--- src/rtl/lfsr_page_seq_pkg.sv ---
package lfsr_page_seq_pkg;

  typedef enum logic [1:0] {
    PC_HOLD    = 2'd0,
    PC_STEP    = 2'd1,
    PC_JUMP    = 2'd2,
    PC_RESTORE = 2'd3
  } pcSel_e;

  typedef struct packed {
    pcSel_e pcSel;
    logic   pageFromBuf;
    logic   bufFromOperand;
    logic   bufFromPage;
    logic   saveRet;
  } seqCtl_t;

endpackage

--- src/rtl/seq_ctrl.sv ---
module seq_ctrl
  import lfsr_page_seq_pkg::*;
(
  input  logic    advance,
  input  logic    isBranch,
  input  logic    isCall,
  input  logic    isReturn,
  input  logic    isLoadPage,
  input  logic    condOk,
  output seqCtl_t ctl
);

  always_comb begin
    ctl = '{pcSel: PC_HOLD, pageFromBuf: 1'b0, bufFromOperand: 1'b0,
            bufFromPage: 1'b0, saveRet: 1'b0};
    if (advance) begin
      if (isReturn) begin
        ctl.pcSel       = PC_RESTORE;
        ctl.pageFromBuf = 1'b1;
      end else if (isCall) begin
        if (condOk) begin
          ctl.pcSel       = PC_JUMP;
          ctl.pageFromBuf = 1'b1;
          ctl.bufFromPage = 1'b1;
          ctl.saveRet     = 1'b1;
        end else begin
          ctl.pcSel = PC_STEP;
        end
      end else if (isBranch) begin
        if (condOk) begin
          ctl.pcSel       = PC_JUMP;
          ctl.pageFromBuf = 1'b1;
        end else begin
          ctl.pcSel = PC_STEP;
        end
      end else if (isLoadPage) begin
        ctl.pcSel          = PC_STEP;
        ctl.bufFromOperand = 1'b1;
      end else begin
        ctl.pcSel = PC_STEP;
      end
    end
  end

endmodule

--- src/rtl/seq_datapath.sv ---
module seq_datapath
  import lfsr_page_seq_pkg::*;
#(
  parameter int PC_W   = 6,
  parameter int PAGE_W = 4,
  parameter int TAP_HI = PC_W - 1,
  parameter int TAP_LO = PC_W - 2
) (
  input  logic              clk,
  input  logic              rstN,
  input  seqCtl_t           ctl,
  input  logic [PC_W-1:0]   targetAddr,
  input  logic [PAGE_W-1:0] pageOperand,
  output logic [PC_W-1:0]   pcQ,
  output logic [PAGE_W-1:0] pageQ
);

  logic [PC_W-1:0]   retQ;
  logic [PAGE_W-1:0] bufQ;
  logic [PC_W-1:0]   pcNext;

  // XNOR feedback: the all-ones word is the only state outside the cycle
  assign pcNext = {pcQ[PC_W-2:0], ~(pcQ[TAP_HI] ^ pcQ[TAP_LO])};

  always_ff @(posedge clk) begin
    if (!rstN) begin
      pcQ   <= '0;
      pageQ <= '0;
      bufQ  <= '0;
      retQ  <= '0;
    end else begin
      unique case (ctl.pcSel)
        PC_STEP:    pcQ <= pcNext;
        PC_JUMP:    pcQ <= targetAddr;
        PC_RESTORE: pcQ <= retQ;
        default:    pcQ <= pcQ;
      endcase
      if (ctl.saveRet)     retQ  <= pcNext;
      if (ctl.pageFromBuf) pageQ <= bufQ;
      if (ctl.bufFromOperand)   bufQ <= pageOperand;
      else if (ctl.bufFromPage) bufQ <= pageQ;
    end
  end

endmodule

--- src/rtl/lfsr_page_seq.sv ---
module lfsr_page_seq
  import lfsr_page_seq_pkg::*;
#(
  parameter int PC_W   = 6,
  parameter int PAGE_W = 4
) (
  input  logic              clk,
  input  logic              rstN,
  input  logic              advance,
  input  logic              isBranch,
  input  logic              isCall,
  input  logic              isReturn,
  input  logic              isLoadPage,
  input  logic              condOk,
  input  logic [PC_W-1:0]   targetAddr,
  input  logic [PAGE_W-1:0] pageOperand,
  output logic [PC_W-1:0]   fetchAddr,
  output logic [PAGE_W-1:0] fetchPage
);

  seqCtl_t ctl;

  seq_ctrl u_ctrl (
    .advance   (advance),
    .isBranch  (isBranch),
    .isCall    (isCall),
    .isReturn  (isReturn),
    .isLoadPage(isLoadPage),
    .condOk    (condOk),
    .ctl       (ctl)
  );

  seq_datapath #(.PC_W(PC_W), .PAGE_W(PAGE_W)) u_dp (
    .clk        (clk),
    .rstN       (rstN),
    .ctl        (ctl),
    .targetAddr (targetAddr),
    .pageOperand(pageOperand),
    .pcQ        (fetchAddr),
    .pageQ      (fetchPage)
  );

endmodule

--- config.mk ---
export PLATFORM = sky130hd
export DESIGN_NAME = lfsr_page_seq
export DESIGN_NICKNAME = d
export VERILOG_FILES = /design/src/rtl/lfsr_page_seq_pkg.sv /design/src/rtl/seq_ctrl.sv /design/src/rtl/seq_datapath.sv /design/src/rtl/lfsr_page_seq.sv
export SDC_FILE = /design/constraint.sdc
export NUM_CORES = 1
export LEC_CHECK = 0
export BUFFER_PORTS_ARGS = -buffer_cell sky130_fd_sc_hd__buf_2
export CORE_MARGIN = 1.5
export CORE_UTILIZATION = 40
export CTS_CLUSTER_SIZE = 14
export DETAILED_ROUTE_END_ITERATION = 16
export SETUP_SLACK_MARGIN = 0.2
export SYNTH_ARGS = -nofsm -noshare
export SYNTH_HDL_FRONTEND = slang
export SYNTH_SLANG_ARGS = --single-unit
--- constraint.sdc ---
create_clock -name clk -period 1.9 [get_ports clk]
set_input_delay 0.38 -clock clk [delete_from_list [all_inputs] [get_ports clk]]
set_output_delay 0.38 -clock clk [all_outputs]
set_load 0.03 [all_outputs]
==> impl_results.rst <==
.. list-table::
   :header-rows: 1

   * - Metric
     - Value
   * - Wire length of the first global-routing pass
     - 3600 microns
   * - Setup Total Neg Slack
     - 0 ns
   * - Syn Area/Cell
     - about 8.9 sq um
   * - Part of the power in the clock network
     - about 30%
   * - Std cell rows
     - 17
   * - Internal portion of total power
     - around 600 uW
   * - Number of optimization iterations in the first detailed-route pass
     - 4
   * - Die Footprint
     - between 0.002 and 0.003 sq mm
   * - Max rail drop VDD
     - between 300 and 400 uV
   * - Commonest non-fill, non-tap cell in the layout
     - sky130_fd_sc_hd__buf_2
   * - CP max-delay cell
     - sky130_fd_sc_hd__dfxtp_1
   * - Maximum cell stage delay along the critical path
     - between 0.4 and 0.5 ns
   * - Total of cells resized after clock tree synthesis
     - 0
   * - Netlist Area Pre-Place
     - roughly 990 sq um
   * - Diode count
     - 0
   * - Startpoint kind of the worst setup timing path
     - flip-flop
   * - Area of the multi-input gates
     - a little over 500 sq um
   * - Setup Slack @ Placement
     - a little over 0.4 ns
   * - Nets@finish
     - roughly 150
   * - Portion of total power attributed to sequential cells
     - ~55%
   * - P_leak
     - ~0.00054 uW
   * - Final worst path period share
     - 71.3%
   * - Cell count after placement
     - about 160
   * - Peak clock frequency supported by timing
     - 738 MHz
   * - Total setup buffers inserted after CTS
     - 0
   * - Max-slew violation count
     - 0
   * - Layout Utilization
     - 50.6%
   * - Antenna violations before repair
     - 0
   * - Proportion of netlist area held by the largest area contributor
     - between 40% and 50%
   * - Average routed wire per standard cell
     - about 13 microns
   * - Number of remaining DRC errors
     - 0
   * - Headroom to the max-slew limit
     - between 70% and 80%
   * - Total buffers and inverters traversed by the critical path
     - 1
   * - Cell chosen for the clock root
     - sky130_fd_sc_hd__clkbuf_4
   * - Count of distinct cell types in the synthesized netlist
     - 21
   * - Post-Synthesis Cells
     - 111
   * - Buffers from clock root to sink, at most
     - 2
   * - Cell breakdown of the critical path
     - buf_2
   * - Type of the worst setup path
     - flip-flop to primary output
   * - Clock tree from TritonCTS
     - done
   * - Post-synth net total
     - about 130
   * - Post-layout instance count excluding filler cells
     - approximately 160
   * - Residual antenna-violating net count after detailed routing
     - 0
   * - Count of routing violations after the opening detailed-route iteration
     - 8
   * - Area growth syn-to-layout
     - 16.2%
   * - Largest net degree at the start of global routing
     - 25
   * - Number of synthesized register bits
     - 20
   * - Vias after detailed routing
     - between 800 and 900
   * - Hold-fix buffer count after cts
     - 0
   * - Setup repair after global routing missed its margin
     - no
   * - Overflow left after global routing
     - 0
   * - Endpoint type of the worst setup path
     - primary output
   * - Worst-path fanout max
     - 5
   * - Endpoint arrival time on the critical path
     - a little under 1 ns
   * - Die height
     - approximately 53 microns
   * - Num ports
     - 28
   * - Part of the power in combinational logic
     - between 15 and 20%
   * - Share of layout cells above drive strength 1
     - about a quarter
   * - Total half-perimeter wirelength after legalization and detailed placement
     - 1490 microns
   * - Measured slew at the worst slew-check pin
     - about 0.44 ns
   * - Width of the die
     - ~53 microns
   * - Final count of hold timing violations
     - 0
   * - Finish-stage setup viols
     - 0
   * - Ratio of total power to cell area
     - between 600 and 700 mW/mm^2
   * - Top cell family by delay on the critical path
     - flip-flops
   * - Syn. warnings
     - 0
   * - Outcome
     - complete, no violations
   * - Via count of the first global-routing pass
     - approximately 810
   * - Class of the tightest hold or removal check
     - primary input to flip-flop
   * - Tot GR Track Use
     - 17.5%
   * - CTS buffer count
     - 3
   * - Max-cap violations
     - 0
   * - Proportion of synthesized chip area in sequential cells
     - 40.4%
   * - Number of port buffers
     - 27
   * - CTS HTree Levels
     - 1
   * - Storage cell area
     - around 400 sq um
   * - Via count normalized by instance count
     - approximately 5.2
   * - Initial core utilization
     - a little over two fifths
   * - Dominant cell type by area after synthesis
     - sky130_fd_sc_hd__dfxtp_1
   * - Smallest setup slack after layout
     - around 0.55 ns
   * - Data required time at the worst endpoint
     - around 1.5 ns
   * - Time the final worst path needs with I/O delays and setup
     - 1.35 ns
   * - Final clock skew
     - around 0.0052 ns
   * - Most frequent cells in the layout
     - sky130_fd_sc_hd__buf_2, sky130_fd_sc_hd__dfxtp_1, sky130_fd_sc_hd__mux2i_1, sky130_fd_sc_hd__nand2_1, sky130_fd_sc_hd__a21oi_1
   * - Routability cong.
     - about 0.73
   * - Worst skew pair latency
     - between 0.2 and 0.3 ns
   * - Filler cell count in the final layout
     - 230
   * - Area inside the core boundary
     - 0.00228 sq mm
   * - Wire length reported by the detailed router
     - approximately 2100 microns
   * - Sw frac
     - around a quarter
   * - Sinks on Clock Net
     - 20
   * - Net switching component of the power
     - 207 uW
   * - CTS clk-pin slew, worst paths
     - between 0.1 and 0.15 ns
   * - Power Total
     - 805 uW
   * - Cell types occupying the most area after synthesis
     - sky130_fd_sc_hd__dfxtp_1, sky130_fd_sc_hd__mux2i_1, sky130_fd_sc_hd__o311a_1
==> worst paths after layout <==
kind / startpoint / cells after the start / slack [ns] / to
hold / removal: pageOperand[1] / 3 / 0.35 / u_dp.bufQ[1]$_SDFFE_PN0P_
hold reg to reg: u_dp.bufQ[3]$_SDFFE_PN0P_ / 2 / 0.47 / u_dp.pageQ[3]$_SDFFE_PN0P_
setup reg to reg: u_dp.pcQ[4]$_SDFFE_PN0P_ / 3 / 0.97 / u_dp.pcQ[0]$_SDFFE_PN0P_
setup / recovery: u_dp.pcQ[4]$_SDFFE_PN0P_ / 1 / 0.55 / fetchAddr[4]
==> kinds of logic (layout without fill, tap and decap cells) <==
| logic type | Yosys count | after routing | synth area share, % |
|---|---|---|---|
| compound gates | 28 | 28 | 20.0 |
| simple gates | 31 | 31 | 15.8 |
| buf+inv | 17 | 40 | 8.84 |
| xor+xnor | 1 | 1 | 0.884 |
| mux | 14 | 14 | 14.1 |
| flops | 20 | 20 | 40.4 |
==> sequential cells by signal, indices dropped and copies added (netlist names) <==
register	flops
u_dp.bufQ	4
u_dp.pageQ	4
u_dp.pcQ	6
u_dp.retQ	6
==> worst min-delay path, stage by stage <==
cell                      delay (ns)
sky130_fd_sc_hd__buf_2          0.07
sky130_fd_sc_hd__o31ai_1        0.06
sky130_fd_sc_hd__a21oi_1        0.10
==> stage by stage <==
stage / hold WS (ns) / cell area [sq um]
after global routing: 0.359 / 1150
after detailed placement: 0.450 / 1110
after CTS: 0.340 / 1150
after global placement: 0.449 / 1110
final: 0.351 / 1150
after floorplan: 0.438 / 991
==> cell usage after synthesis, drive strengths merged <==
master and instances:
nand2b 2, o311a 6, a21oi 10, nand2 14, o21ai 7, inv 6, nor2b 6, mux2i 14
nand4bb 1, nand3 6, dfxtp 20, o31ai 4, clkbuf 3, a21boi 1, nand4b 1, clkinv 1
xnor2 1, nor2 1, buf 7
==> layer usage <==
metal  global-route usage, %  up-vias  wire [microns]
li1                        -      438               -
met3                    2.86        2             102
met2                    27.9       24             966
met4                    7.26        0              17
met1                    23.0      384             987
met5                       0        -               0
==> layout make-up <==
class / count / share of cell area (%)
flip-flops and latches: 20 / 34.8
multi-input cells: 74 / 43.7
repair buffers: 29 / 13.0
well taps: 28 / 3.04
clock buffers: 4 / 3.15
inverters: 7 / 2.28
==> power groups by stage <==
stage	logic [uW]	clock network (uW)	registers (uW)
floorplan	87.1	0	453
global placement	123	0	452
detailed placement	123	0	452
CTS	124	252	442
global route	137	274	444
finish	123	240	442
(Power assumes the default switching activity.)
